[config.mk]
export PLATFORM = sky130hd
export DESIGN_NAME = instr_fmt_decoder
export DESIGN_NICKNAME = d
export VERILOG_FILES = /design/src/rtl/instr_fmt_pkg.sv /design/src/rtl/ifd_opcode_lookup.sv /design/src/rtl/ifd_field_extract.sv /design/src/rtl/ifd_out_stage.sv /design/src/rtl/instr_fmt_decoder.sv
export SDC_FILE = /design/constraint.sdc
export NUM_CORES = 1
export LEC_CHECK = 0
export BUFFER_PORTS_ARGS = -buffer_cell sky130_fd_sc_hd__buf_2
export CAP_MARGIN = 20
export CORE_ASPECT_RATIO = 1.75
export CORE_UTILIZATION = 40
export DETAILED_ROUTE_END_ITERATION = 10
export GPL_ROUTABILITY_DRIVEN = 0
export GPL_TIMING_DRIVEN = 1
export HOLD_SLACK_MARGIN = 0.05
export PLACE_DENSITY = 0.7
export SLEW_MARGIN = 20
export SYNTH_ARGS = -nofsm -noshare
export SYNTH_HDL_FRONTEND = slang
export SYNTH_SLANG_ARGS = --single-unit
[constraint.sdc]
create_clock -name clk -period 2.6 [get_ports clk]
set_input_delay 0.78 -clock clk [delete_from_list [all_inputs] [get_ports clk]]
set_output_delay 0.78 -clock clk [all_outputs]
set_load 0.02 [all_outputs]
[src/rtl/instr_fmt_pkg.sv]
package instr_fmt_pkg;

   localparam int BYTE_W  = 8;
   localparam int NIB_W   = BYTE_W / 2;
   localparam int DISP_W  = NIB_W + BYTE_W;
   localparam int FAR_W   = NIB_W + 2 * BYTE_W;
   localparam int FLAG_W  = 6;
   localparam int FMT_W   = 3;
   localparam logic [BYTE_W-1:0] OPC_MASK = 8'hFC;

   typedef enum logic [BYTE_W-1:0] {
      OP_LD_ACC     = 8'h00, OP_LD_IDX     = 8'h04, OP_LD_LINK    = 8'h08,
      OP_ST_ACC     = 8'h0C, OP_ADD        = 8'h18, OP_SUB        = 8'h1C,
      OP_CMP        = 8'h28, OP_IDX_STEP   = 8'h2C, OP_JMP_EQ     = 8'h30,
      OP_JMP_GT     = 8'h34, OP_JMP_LT     = 8'h38, OP_JMP        = 8'h3C,
      OP_CALL       = 8'h48, OP_RET        = 8'h4C, OP_LD_BYTE    = 8'h50,
      OP_ST_BYTE    = 8'h54, OP_RR_ADD     = 8'h90, OP_RR_SUB     = 8'h94,
      OP_RR_MUL     = 8'h98, OP_RR_DIV     = 8'h9C, OP_RR_CMP     = 8'hA0,
      OP_RR_SHL     = 8'hA4, OP_RR_SHR     = 8'hA8, OP_RR_MOVE    = 8'hAC,
      OP_SUPV_CALL  = 8'hB0, OP_RR_CLEAR   = 8'hB4, OP_RR_STEP    = 8'hB8,
      OP_TO_FLOAT   = 8'hC0, OP_TO_INT     = 8'hC4, OP_DEV_HALT   = 8'hC8,
      OP_DEV_READ   = 8'hD8, OP_DEV_WRITE  = 8'hDC, OP_DEV_START  = 8'hF0,
      OP_DEV_TEST   = 8'hF8, OP_NONE       = 8'hFF
   } opc_e;

   typedef enum logic [1:0] {
      CLS_BAD  = 2'd0,
      CLS_ONE  = 2'd1,
      CLS_TWO  = 2'd2,
      CLS_LONG = 2'd3
   } cls_e;

   typedef struct packed {
      opc_e               opc;
      logic [FMT_W-1:0]   fmt;
      logic [FMT_W-1:0]   len;
      logic [NIB_W-1:0]   r1;
      logic [NIB_W-1:0]   r2;
      logic [FLAG_W-1:0]  flags;
      logic [DISP_W-1:0]  disp;
      logic [FAR_W-1:0]   addr;
      logic               illegal;
   } dec_word_t;

   function automatic dec_word_t idle_word();
      dec_word_t w;
      w     = '0;
      w.opc = OP_NONE;
      return w;
   endfunction

endpackage

[src/rtl/ifd_opcode_lookup.sv]
module ifd_opcode_lookup
   import instr_fmt_pkg::*;
(
   input  logic [BYTE_W-1:0] lead_byte,
   output opc_e              opc,
   output cls_e              cls
);

   logic [BYTE_W-1:0] masked;
   assign masked = lead_byte & OPC_MASK;

   always_comb begin
      opc = OP_NONE;
      cls = CLS_BAD;
      // one-byte codes win on an exact match before any masking
      case (lead_byte)
         OP_TO_FLOAT, OP_TO_INT, OP_DEV_HALT, OP_DEV_START, OP_DEV_TEST: begin
            opc = opc_e'(lead_byte);
            cls = CLS_ONE;
         end
         default: begin
            case (masked)
               OP_RR_ADD, OP_RR_SUB, OP_RR_MUL, OP_RR_DIV, OP_RR_CMP,
               OP_RR_SHL, OP_RR_SHR, OP_RR_MOVE, OP_SUPV_CALL,
               OP_RR_CLEAR, OP_RR_STEP: begin
                  opc = opc_e'(masked);
                  cls = CLS_TWO;
               end
               OP_LD_ACC, OP_LD_IDX, OP_LD_LINK, OP_ST_ACC, OP_ADD, OP_SUB,
               OP_CMP, OP_IDX_STEP, OP_JMP_EQ, OP_JMP_GT, OP_JMP_LT, OP_JMP,
               OP_CALL, OP_RET, OP_LD_BYTE, OP_ST_BYTE, OP_DEV_READ,
               OP_DEV_WRITE: begin
                  opc = opc_e'(masked);
                  cls = CLS_LONG;
               end
               default: begin
                  opc = OP_NONE;
                  cls = CLS_BAD;
               end
            endcase
         end
      endcase
   end

endmodule

[src/rtl/ifd_field_extract.sv]
module ifd_field_extract
   import instr_fmt_pkg::*;
#(
   parameter int WIN_BYTES = 4
) (
   input  logic [WIN_BYTES*BYTE_W-1:0] window,
   input  opc_e                        opc,
   input  cls_e                        cls,
   output dec_word_t                   word
);

   localparam int EXT_BIT = NIB_W;

   logic [BYTE_W-1:0] lane [WIN_BYTES];

   for (genvar k = 0; k < WIN_BYTES; k++) begin : g_lane
      assign lane[k] = window[k*BYTE_W +: BYTE_W];
   end

   logic far_form;
   assign far_form = lane[1][EXT_BIT];

   always_comb begin
      word     = idle_word();
      word.opc = opc;
      case (cls)
         CLS_ONE: begin
            word.fmt = 3'd1;
            word.len = 3'd1;
         end
         CLS_TWO: begin
            word.fmt = 3'd2;
            word.len = 3'd2;
            word.r1  = lane[1][BYTE_W-1:NIB_W];
            word.r2  = lane[1][NIB_W-1:0];
         end
         CLS_LONG: begin
            word.flags = {lane[0][1:0], lane[1][BYTE_W-1:NIB_W]};
            if (far_form) begin
               word.fmt  = 3'd4;
               word.len  = 3'd4;
               word.addr = {lane[1][NIB_W-1:0], lane[2], lane[3]};
            end else begin
               word.fmt  = 3'd3;
               word.len  = 3'd3;
               word.disp = {lane[1][NIB_W-1:0], lane[2]};
            end
         end
         default: begin
            word.opc     = OP_NONE;
            word.illegal = 1'b1;
         end
      endcase
   end

endmodule

[src/rtl/ifd_out_stage.sv]
module ifd_out_stage
   import instr_fmt_pkg::*;
#(
   parameter bit HOLD_ON_IDLE = 1'b1
) (
   input  logic      clk,
   input  logic      rst_n,
   input  logic      in_valid,
   input  dec_word_t in_word,
   output logic      out_valid,
   output dec_word_t out_word
);

   always_ff @(posedge clk) begin
      if (!rst_n) out_valid <= 1'b0;
      else        out_valid <= in_valid;
   end

   if (HOLD_ON_IDLE) begin : g_hold
      always_ff @(posedge clk) begin
         if (!rst_n)        out_word <= idle_word();
         else if (in_valid) out_word <= in_word;
      end
   end else begin : g_clear
      always_ff @(posedge clk) begin
         if (!rst_n) out_word <= idle_word();
         else        out_word <= in_valid ? in_word : idle_word();
      end
   end

endmodule

[src/rtl/instr_fmt_decoder.sv]
module instr_fmt_decoder
   import instr_fmt_pkg::*;
#(
   parameter int WIN_BYTES    = 4,
   parameter bit HOLD_ON_IDLE = 1'b1
) (
   input  logic                        clk,
   input  logic                        rst_n,
   input  logic                        win_valid,
   input  logic [WIN_BYTES*BYTE_W-1:0] win_bytes,
   output logic                        dec_valid,
   output logic [BYTE_W-1:0]           dec_opc,
   output logic [FMT_W-1:0]            dec_fmt,
   output logic [FMT_W-1:0]            dec_len,
   output logic [NIB_W-1:0]            dec_r1,
   output logic [NIB_W-1:0]            dec_r2,
   output logic [FLAG_W-1:0]           dec_flags,
   output logic [DISP_W-1:0]           dec_disp,
   output logic [FAR_W-1:0]            dec_addr,
   output logic                        dec_illegal
);

   if (WIN_BYTES != 4) begin : g_bad_window
      $error("instr_fmt_decoder: window must hold exactly four bytes");
   end
   if (FAR_W != DISP_W + BYTE_W) begin : g_bad_widths
      $error("instr_fmt_decoder: address must extend displacement by one byte");
   end

   opc_e      lk_opc;
   cls_e      lk_cls;
   dec_word_t comb_word;
   dec_word_t reg_word;

   ifd_opcode_lookup u_lookup (
      .lead_byte (win_bytes[BYTE_W-1:0]),
      .opc       (lk_opc),
      .cls       (lk_cls)
   );

   ifd_field_extract #(.WIN_BYTES(WIN_BYTES)) u_fields (
      .window (win_bytes),
      .opc    (lk_opc),
      .cls    (lk_cls),
      .word   (comb_word)
   );

   ifd_out_stage #(.HOLD_ON_IDLE(HOLD_ON_IDLE)) u_stage (
      .clk       (clk),
      .rst_n     (rst_n),
      .in_valid  (win_valid),
      .in_word   (comb_word),
      .out_valid (dec_valid),
      .out_word  (reg_word)
   );

   assign dec_opc     = reg_word.opc;
   assign dec_fmt     = reg_word.fmt;
   assign dec_len     = reg_word.len;
   assign dec_r1      = reg_word.r1;
   assign dec_r2      = reg_word.r2;
   assign dec_flags   = reg_word.flags;
   assign dec_disp    = reg_word.disp;
   assign dec_addr    = reg_word.addr;
   assign dec_illegal = reg_word.illegal;

endmodule

## Yosys cells after proc, flatten, opt, wreduce, memory -nomap -nowiden

Cells that the tools add are included.
W data, S select, Z words.

| operators by class | value |
|---|---|
| equal/unequal tests | 36 |
| reductions and logical operators | 6 |
| muxes and demuxes | 12 |

Operator list:

| cell | count |
|---|---|
| $eq A6 B6 Y1 const B | 13 |
| $eq A8 B8 Y1 const B | 5 |
| $mux W38 | 1 |
| $eq A6 B4 Y1 const B | 6 |
| $mux W8 | 4 |
| $reduce_or A29 Y1 | 1 |
| $eq A6 B5 Y1 const B | 4 |
| $mux W20 | 1 |
| $pmux W6 S3 | 1 |
| $reduce_or A18 Y1 | 1 |
| $eq A6 B2 Y1 const B | 2 |
| $eq A6 B3 Y1 const B | 2 |
| $mux W12 | 1 |
| $reduce_or A11 Y1 | 1 |
| $logic_not A8 Y1 | 1 |
| $eq A6 B1 Y1 const B | 1 |
| $mux W6 | 1 |
| $reduce_or A5 Y1 | 1 |
| $eq A2 B2 Y1 const B | 2 |
| $pmux W2 S2 | 1 |
| $reduce_or A3 Y1 | 1 |
| $eq A2 B1 Y1 const B | 1 |
| $mux W2 | 1 |
| $mux W1 | 1 |

| word-level totals | value |
|---|---|
| output and inout port bits | 62 |
| bits of input ports | 35 |
| register bits | 62 |
| word-level logic and storage cells | 64 |

## Longest topological paths before layout

Gate-level depths: netlist of the first run.

| depth | value |
|---|---|
| depth in word-level cells | 7 |
| mapped depth | 6 |
| mapped depth without buffers | 5 |

## Modules after synthesis

A second synthesis of the first run with hierarchy kept.

| second synthesis, totals | value |
|---|---|
| cells, all modules | 316 |
| area total of the unflattened synthesis | 3,253.1 sq um |

Modules (own cells, without submodules):

| module | sequential area each (sq um) | area each (sq um) | times used | cells each |
|---|---|---|---|---|
| ifd_out_stage | 1,241.2 | 2,344.7 | 1 | 198 |
| ifd_field_extract | 0.0 | 616.8 | 1 | 76 |
| ifd_opcode_lookup | 0.0 | 291.5 | 1 | 42 |

## Worst setup path after synthesis of the first run

OpenSTA, ideal clock, no wires.

| timing path | value |
|---|---|
| path type | input port to flip-flop |
| from | in win_bytes[3] |
| to | reg u_stage.out_word[23] (netlist bit) |
| library setup time | 0.060 ns |
| cell stages on the path | 6 |
| data arrival time | 1.863 ns |
| required time | 2.540 ns |
| setup slack | 0.678 ns |
| path buffers | 1 |
| path through | nand2b_1 > o22a_1 > a21o_4 > nor4_4 > buf_6 > a22o_1 |

| on the way | value |
|---|---|
| word-level cells in the longest chain between the ends | 6 |
| elaborated cells on any way between the ends | 41 |
| those cells by class | 34 x eq/ne; 3 x mux; 4 x reduce/logical |

Ends and longest elaborated chain:

| element | RTL line | RTL |
|---|---|---|
| start: declaration | instr_fmt_decoder.sv:10 | `input logic [WIN_BYTES*BYTE_W-1:0] win_bytes,` |
| $eq A6 B1 Y1 (tied with other cells) | ifd_opcode_lookup.sv:22 | `case (masked)` |
| $reduce_or A18 Y1 or $reduce_or A11 Y1 (tied branches) | ifd_opcode_lookup.sv:22 |  |
| $pmux W2 S2 | ifd_opcode_lookup.sv:22 |  |
| $mux W2 (*) | ifd_opcode_lookup.sv:16 | `case (lead_byte)` |
| $eq A2 B2 Y1 (*) | ifd_field_extract.sv:26 | `case (cls)` |
| $mux W38 (*) | ifd_field_extract.sv:26 |  |
| end signal: assignment | ifd_out_stage.sv:21 | `if (!rst_n) out_word <= idle_word();` |
| end signal: assignment | ifd_out_stage.sv:22 | `else if (in_valid) out_word <= in_word;` |
| end: declaration | ifd_out_stage.sv:11 | `output dec_word_t out_word` |

Mark *: on every way between the ends. The rest lies on a longest branch, timed or not.
A chain may end at the register's enable or synchronous reset.

## Final worst setup path of the first run

| timing path | value |
|---|---|
| from | in win_bytes[3] |
| to | reg u_stage.out_word[3] (netlist bit) |

Same word-level chain as after synthesis.

==> summary.txt, run 1 <==
Timing
  – Fmax: 537 MHz
  – Worst slew margin: 0.653
  – Fin Setup TNS: 0 ns
  – Unrepaired setup endpoints after global routing: false
  – Fin crit share: 0.716
  – Max Clock Skew: 0 ns
  – Final hold vios: 0
  – Post-layout worst setup margin: 0.738 ns
  – Setup-failing EPs final: 0
  – Min Hold Slack: 0.459 ns
  – Worst slew pin tran: 0.520 ns
  – Final max-slew violation count: 0
  – Min Tclk post-route: 1.86 ns

Final layout
  – Fill cells: 469
  – Antenna diodes: 0
  – Layout Nets: 326
  – Area growth, synth to finish: 35.3%
  – Non-Filler Cell Area, Final: 0.00285 mm^2
  – Fraction of layout cells with a size suffix above 1: 0.412

Floorplanning
  – Core footprint: 0.00502 mm^2
  – Row Count: 34
  – Initial Utilization: 0.419
  – Die height: 97.9 um
  – Die area: between 0.005 and 0.006 mm^2
  – Die X: 56.8 um
  – Io pins: 97

Clock tree
  – CTS resizes: 0
  – CTS root buffer: clkbuf_8
  – Clock transition at path regs: approximately 0.060 ns
  – H-tree Lvls: 3
  – TritonCTS clock tree: built
  – Clk sinks: 59
  – Post-CTS Setup Inserts: 0
  – Clock Path Buffers: 2
  – Cts-stage hold buffer count: 0
  – Worst-skew pair later-pin latency: 0.33 ns
  – CTS Buf Count: 9

Worst setup path
  – Critical Path AT: 2.14 ns
  – Worst-path maximum fanout: 20
  – Worst EP required: 2.88 ns
  – Critical path type: in2reg
  – CP peak stage delay: 0.26 ns
  – WP depth: 7
  – Kind of cell adding the most delay to the critical path: compound AO/OA/AOI/OAI gates
  – Worst path bufs/invs: 2
  – Reg2reg path depth: 2
  – Critical path's slowest cell: buf_4
  – CP Capture Type: register
  – Crit path cell chain: buf_2 > nand2b_1 > o22a_1 > a21o_4 > nor3_4 > buf_4 > a22o_1
  – CP Launch Type: input port

Routing
  – # DRC: 8
  – DRT met1 WL: 2010 um
  – DR top layer: met4
  – Met2 WL: 2700 um
  – DR WL/cell: 14.6 um
  – WL final: about 5100 um
  – Final ANT Viol Nets: 0
  – Met3 WL: ~300 um
  – Drt pass-1 iters: 7
  – Total number of vias: 1841
  – 1st-iter DRT viols: 52
  – Vias/cell: 5.26

Placed design
  – Placement Setup Slack: ~0.38 ns
  – Cell Area, Placed: between 0.002 and 0.003 mm^2
  – DP HPWL: 3630 um
  – Port bufs: 96

Logic synthesis
  – YS warnings: 0
  – Compound-Gate Fraction of Synth Area: 0.231
  – Synth Area in Simple Gates: 0.130
  – Sequential share of the synthesized area: 0.562
  – Synthesis-stage register bit count: 59
  – Largest area contributor in the netlist: dfxtp_1
  – Post-Syn Instances: 195
  – Synthesized-area fraction occupied by adder cells: 0
  – Largest family of logic cells by synthesized area: compound AO/OA/AOI/OAI gates
  – Share of the synthesized area in the top cell type: 0.562
  – Mux cell area share after synthesis: 0.0286
  – Syn avg cell area: 10.8 um^2
  – Predominant post-synthesis flop cell: dfxtp_1
  – Xor and xnor area share after synthesis: 0
  – Synth Net Count: 230
  – Synth top area cells: dfxtp_1 (56%), a22o_1 (15%), nand3_1 (3.8%)
  – Post-Syn Area: 0.00210 mm^2
  – Number of distinct library cells after synthesis: 30
  – Post-synth EDFFs: 0
  – Ys async rst share: 0

Min path
  – Hold Path Cell Cnt: 1
  – Worst min-delay path class: reg2reg

Global route
  – First-pass GRT wire length: 7930 um
  – Largest net degree at the start of global routing: 33
  – Vias in the first global route: ~1700
  – Overall routing resource usage: 0.188
  – GRT overflow: 0
  – Initial antenna violation count: 0

Outcome
  – Outcome: complete, but fails checks
  – Failing checks: DRC

Power
  – Power, Total: 2.11 mW
  – Pwr per Cell Area: 743 mW/mm^2
  – Leakage: approximately 1.4 nW
  – VDD IR max: 0.394 mV

Run
  – Max-Cap Viols: 0
synthesized netlist by cell type (2+ instances only):
cell type,instances
mux2i_1,6
nand2b_1,3
o21ai_0,3
nor2b_1,4
clkbuf_1,8
buf_1,2
nand4_1,2
o21a_1,2
buf_6,3
nand2_1,14
a22o_1,35
a21o_1,3
nand3b_1,2
nand3_1,16
buf_4,3
dfxtp_1,59
a31oi_1,2
nor2_1,5
a21oi_1,12
layout make-up:
class | instances | area, um^2 | share of cell area
inverters | 2 | 7.51 | 0.00264
multi-input cells | 118 | 823 | 0.289
flip-flops and latches | 59 | 1180 | 0.415
well taps | 54 | 67.6 | 0.0237
repair buffers | 101 | 531 | 0.186
clock inverters | 5 | 85.1 | 0.0299
clock buffers | 11 | 151 | 0.0532
final timing paths:
path	from	to	slack (ns)
max	win_bytes[3]	u_stage.out_word[3]	0.74
min	u_stage.out_word[54]	u_stage.out_word[54]	0.46
max reg2reg	u_stage.out_word[49]	u_stage.out_word[49]	1.89
min reg2reg	u_stage.out_word[54]	u_stage.out_word[54]	0.46
cells in the final DEF (no fill, tap or decap), types with 3 or more instances in the layout:
cell / instances
buf_2: 96
dfxtp_1: 59
a22o_1: 35
nand3_1: 16
nand2_1: 14
a21oi_1: 12
clkbuf_8: 11
mux2i_1: 6
nor2_1: 4
nor2b_1: 4
buf_4: 4
nand2b_1: 3
a21o_1: 3
o21ai_0: 3
registers in the layout, summed over array words and instances (netlist names):
signal and flops:
u_stage.out_valid 1, u_stage.out_word 58
where the power goes:
part / switching (mW) / internal [mW]
Combinational: 0.127 / 0.0788
Sequential: 0.0141 / 0.932
Clock: 0.368 / 0.595
logic make-up after synthesis:
logic type	after synthesis
AO/OA/AOI/OAI	62
buffers and inverters	18
flip-flops	59
multiplexers	6
AND/OR/NAND/NOR	50
layer usage:
layer  track usage  up-vias
met3        0.0596        8
met2         0.329       61
met5             0        -
met4        0.0957        0
li1              -      905
met1         0.198      867
metrics by stage:
step	utilization	cells
after floorplan	-	195
after global placement	0.520	334
after detailed placement	0.520	334
after CTS	0.567	350
after global routing	0.567	350
final	0.567	350
Note: power is estimated with default switching activity, not from simulation.
==> inputs of run 2 (changes only) <==
Settings changed: PLACE_DENSITY 0.7 to 0.73.
Clock period 2.6 ns to 1.55 ns, I/O delays scaled along.
==> run 2 against run 1 <==
Net effect: the flow still finishes with violations (DRC); count of clock-buffer cells in the layout grew 1; die area is the same; global-route usage grew 1.3 points; cell count grew 5.1%; clock skew is the same; cell area grew 4.4%; largest cell class unchanged; largest power group is now sequential cells; highest routed layer unchanged.
==> summary.txt, run 2 (synthesized netlist as in run 1, its figures left out) <==
Worst setup path
  – Critical path's slowest cell: a21o_4
  – Critical Path AT: between 1.5 and 2 ns
  – Kind of cell adding the most delay to the critical path: compound AO/OA/AOI/OAI gates
  – CP Capture Type: register
  – CP Launch Type: input port
  – Critical Path End: u_stage.out_word[25]
  – Critical R2R Capture: u_stage.out_word[49]
  – Reg-to-Reg Start: u_stage.out_word[49]
  – R2R Setup Slk: 0.84 ns
  – Worst path bufs/invs: 2
  – WP depth: 7
  – Critical Path Source: win_bytes[3]
  – Crit path cell chain: buf_2 > nand2b_4 > o22a_1 > a21o_4 > nor4_4 > buf_4 > a22o_1
  – Critical path type: in2reg
  – CP peak stage delay: 0.25 ns
  – Worst-path maximum fanout: 8
  – Reg2reg path depth: 2
  – Worst EP required: 1.82 ns

Timing
  – Worst slew margin: 0.759
  – Unrepaired setup endpoints after global routing: false
  – Min Hold Slack: 0.350 ns
  – Final hold vios: 0
  – Setup-failing EPs final: 0
  – Max Clock Skew: 0 ns
  – Worst slew pin tran: ~0.35 ns
  – Final max-slew violation count: 0
  – Fmax: 685 MHz
  – Min Tclk post-route: 1.46 ns
  – Fin crit share: 0.942

Final layout
  – Area growth, synth to finish: 41.2%
  – Largest Register: u_stage.out_word
  – Leading cell types in the layout, fill and taps excluded: buf_2 (96), dfxtp_1 (59), a22o_1 (35)
  – Commonest non-fill, non-tap cell in the layout: buf_2
  – Fraction of layout cells with a size suffix above 1: 0.452
  – Largest register FFs: 58
  – Top Registers: u_stage.out_word (58), u_stage.out_valid (1)
  – Multi-input gate area: 836 um^2
  – Antenna diodes: 0
  – Fin util: 0.592
  – Reg area: 0.00118 mm^2
  – Layout Nets: 344
  – Fill cells: around 450

Run
  – Max-Cap Viols: 0

Routing
  – Total number of vias: 1916
  – Vias/cell: roughly 5.2
  – WL final: 5210 um
  – # DRC: 10
  – Drt pass-1 iters: 7
  – Final ANT Viol Nets: 0
  – DR WL/cell: about 14 um
  – 1st-iter DRT viols: 47

Floorplanning
  – Die X: 56.8 um
  – Initial Utilization: 0.419
  – Io pins: a little under 100
  – Row Count: 34
  – Core footprint: 0.00502 mm^2
  – Die height: 97.9 um
  – Die area: 0.00556 mm^2

Global route
  – Overall routing resource usage: 0.201
  – First-pass GRT wire length: 8510 um
  – Met2 Usage GRT: 0.361
  – Vias in the first global route: roughly 1800
  – GRT busiest layer: met2
  – GRT overflow: 0
  – Initial antenna violation count: 0
  – Met3 usage: 0.0623
  – Met1 usage in global routing: 0.203
  – Largest net degree at the start of global routing: 21

Power
  – Psw: 0.821 mW
  – Switching Share: 0.241
  – Pwr per Cell Area: about 1100 mW/mm^2
  – Seq pwr share: 0.466
  – Clk pwr share: 0.422
  – Logic pwr share: 0.112
  – VDD IR max: ~0.70 mV
  – Pint: 2.59 mW
  – Leakage: 1.44 nW

Min path
  – Worst min-delay path class: in2reg
  – Beginning of the worst hold path: win_bytes[25]

Clock tree
  – Worst-skew pair later-pin latency: 0.32 ns
  – Cts-stage hold buffer count: 0
  – CTS resizes: 0
  – H-tree Lvls: 3
  – Clk sinks: 59
  – Clock Path Buffers: 2
  – TritonCTS clock tree: built
  – CTS Buf Count: 9
  – CTS root buffer: clkbuf_8
  – Clock transition at path regs: 0.06 ns
  – Post-CTS Setup Inserts: 0

Placed design
  – DP HPWL: 3860 um
  – Port bufs: 96

Outcome
  – Failing checks: DRC
  – Outcome: complete, but fails checks
==> run 2: changes by cell type in the layout (fill, tap and decap cells not counted), sizes merged <==
cell,delta
bufinv,-1
clkbuf,+1
buf,+18
==> run 2: worst register-to-register path, cell delays in order, from the launching register on <==
cell and delay, ns:
dfxtp_1 0.32, nor2b_1 0.13, o21a_1 0.16
==> run 2: per-stage QoR <==
stage	power (mW)	std cells	worst slack [ns]	setup TNS [ns]	cell area, um^2
finish	3.41	368	0.0892	0	2970
detailed placement	2.01	352	-0.252	-9.80	2750
floorplan	1.83	195	-0.0254	-0.254	2110
global placement	2.00	352	-0.214	-8.13	2750
CTS	3.46	368	0.0949	0	2970
global route	3.57	368	0.0153	0	2970
==> run 2: power groups by stage <==
stage	clock network (mW)	registers, mW	logic, mW
after floorplan	0	1.68	0.153
after global placement	0	1.62	0.379
after detailed placement	0	1.62	0.384
after CTS	1.48	1.59	0.385
after global routing	1.56	1.59	0.416
final	1.44	1.59	0.383
==> run 2: layout make-up <==
cell class | count | area share
tap | 54 | 0.0227
clock buffer | 12 | 0.0556
multi-input combinational | 118 | 0.281
sequential | 59 | 0.398
timing repair buffer | 119 | 0.224
clock inverter | 4 | 0.0160
inverter | 2 | 0.00253
==> run 2: layer usage <==
layer  part of all wire  up-vias  routed length, um
met1               0.39      909               2010
met2               0.54       58               2810
met3              0.049       11                254
li1                   -      938                  -
met4              0.023        0                121
met5                  0        -                  0
==> run 2: worst min path at each step <==
stage,to,slack [ns],cells past startpoint
6_report,u_stage.out_word[2],0.35,2
3_5_place_dp,u_stage.out_word[24],0.45,1
2_1_floorplan,u_stage.out_word[39],0.54,2
4_1_cts,u_stage.out_word[2],0.34,2
5_1_grt,u_stage.out_word[2],0.33,2
3_3_place_gp,u_stage.out_word[0],0.45,2
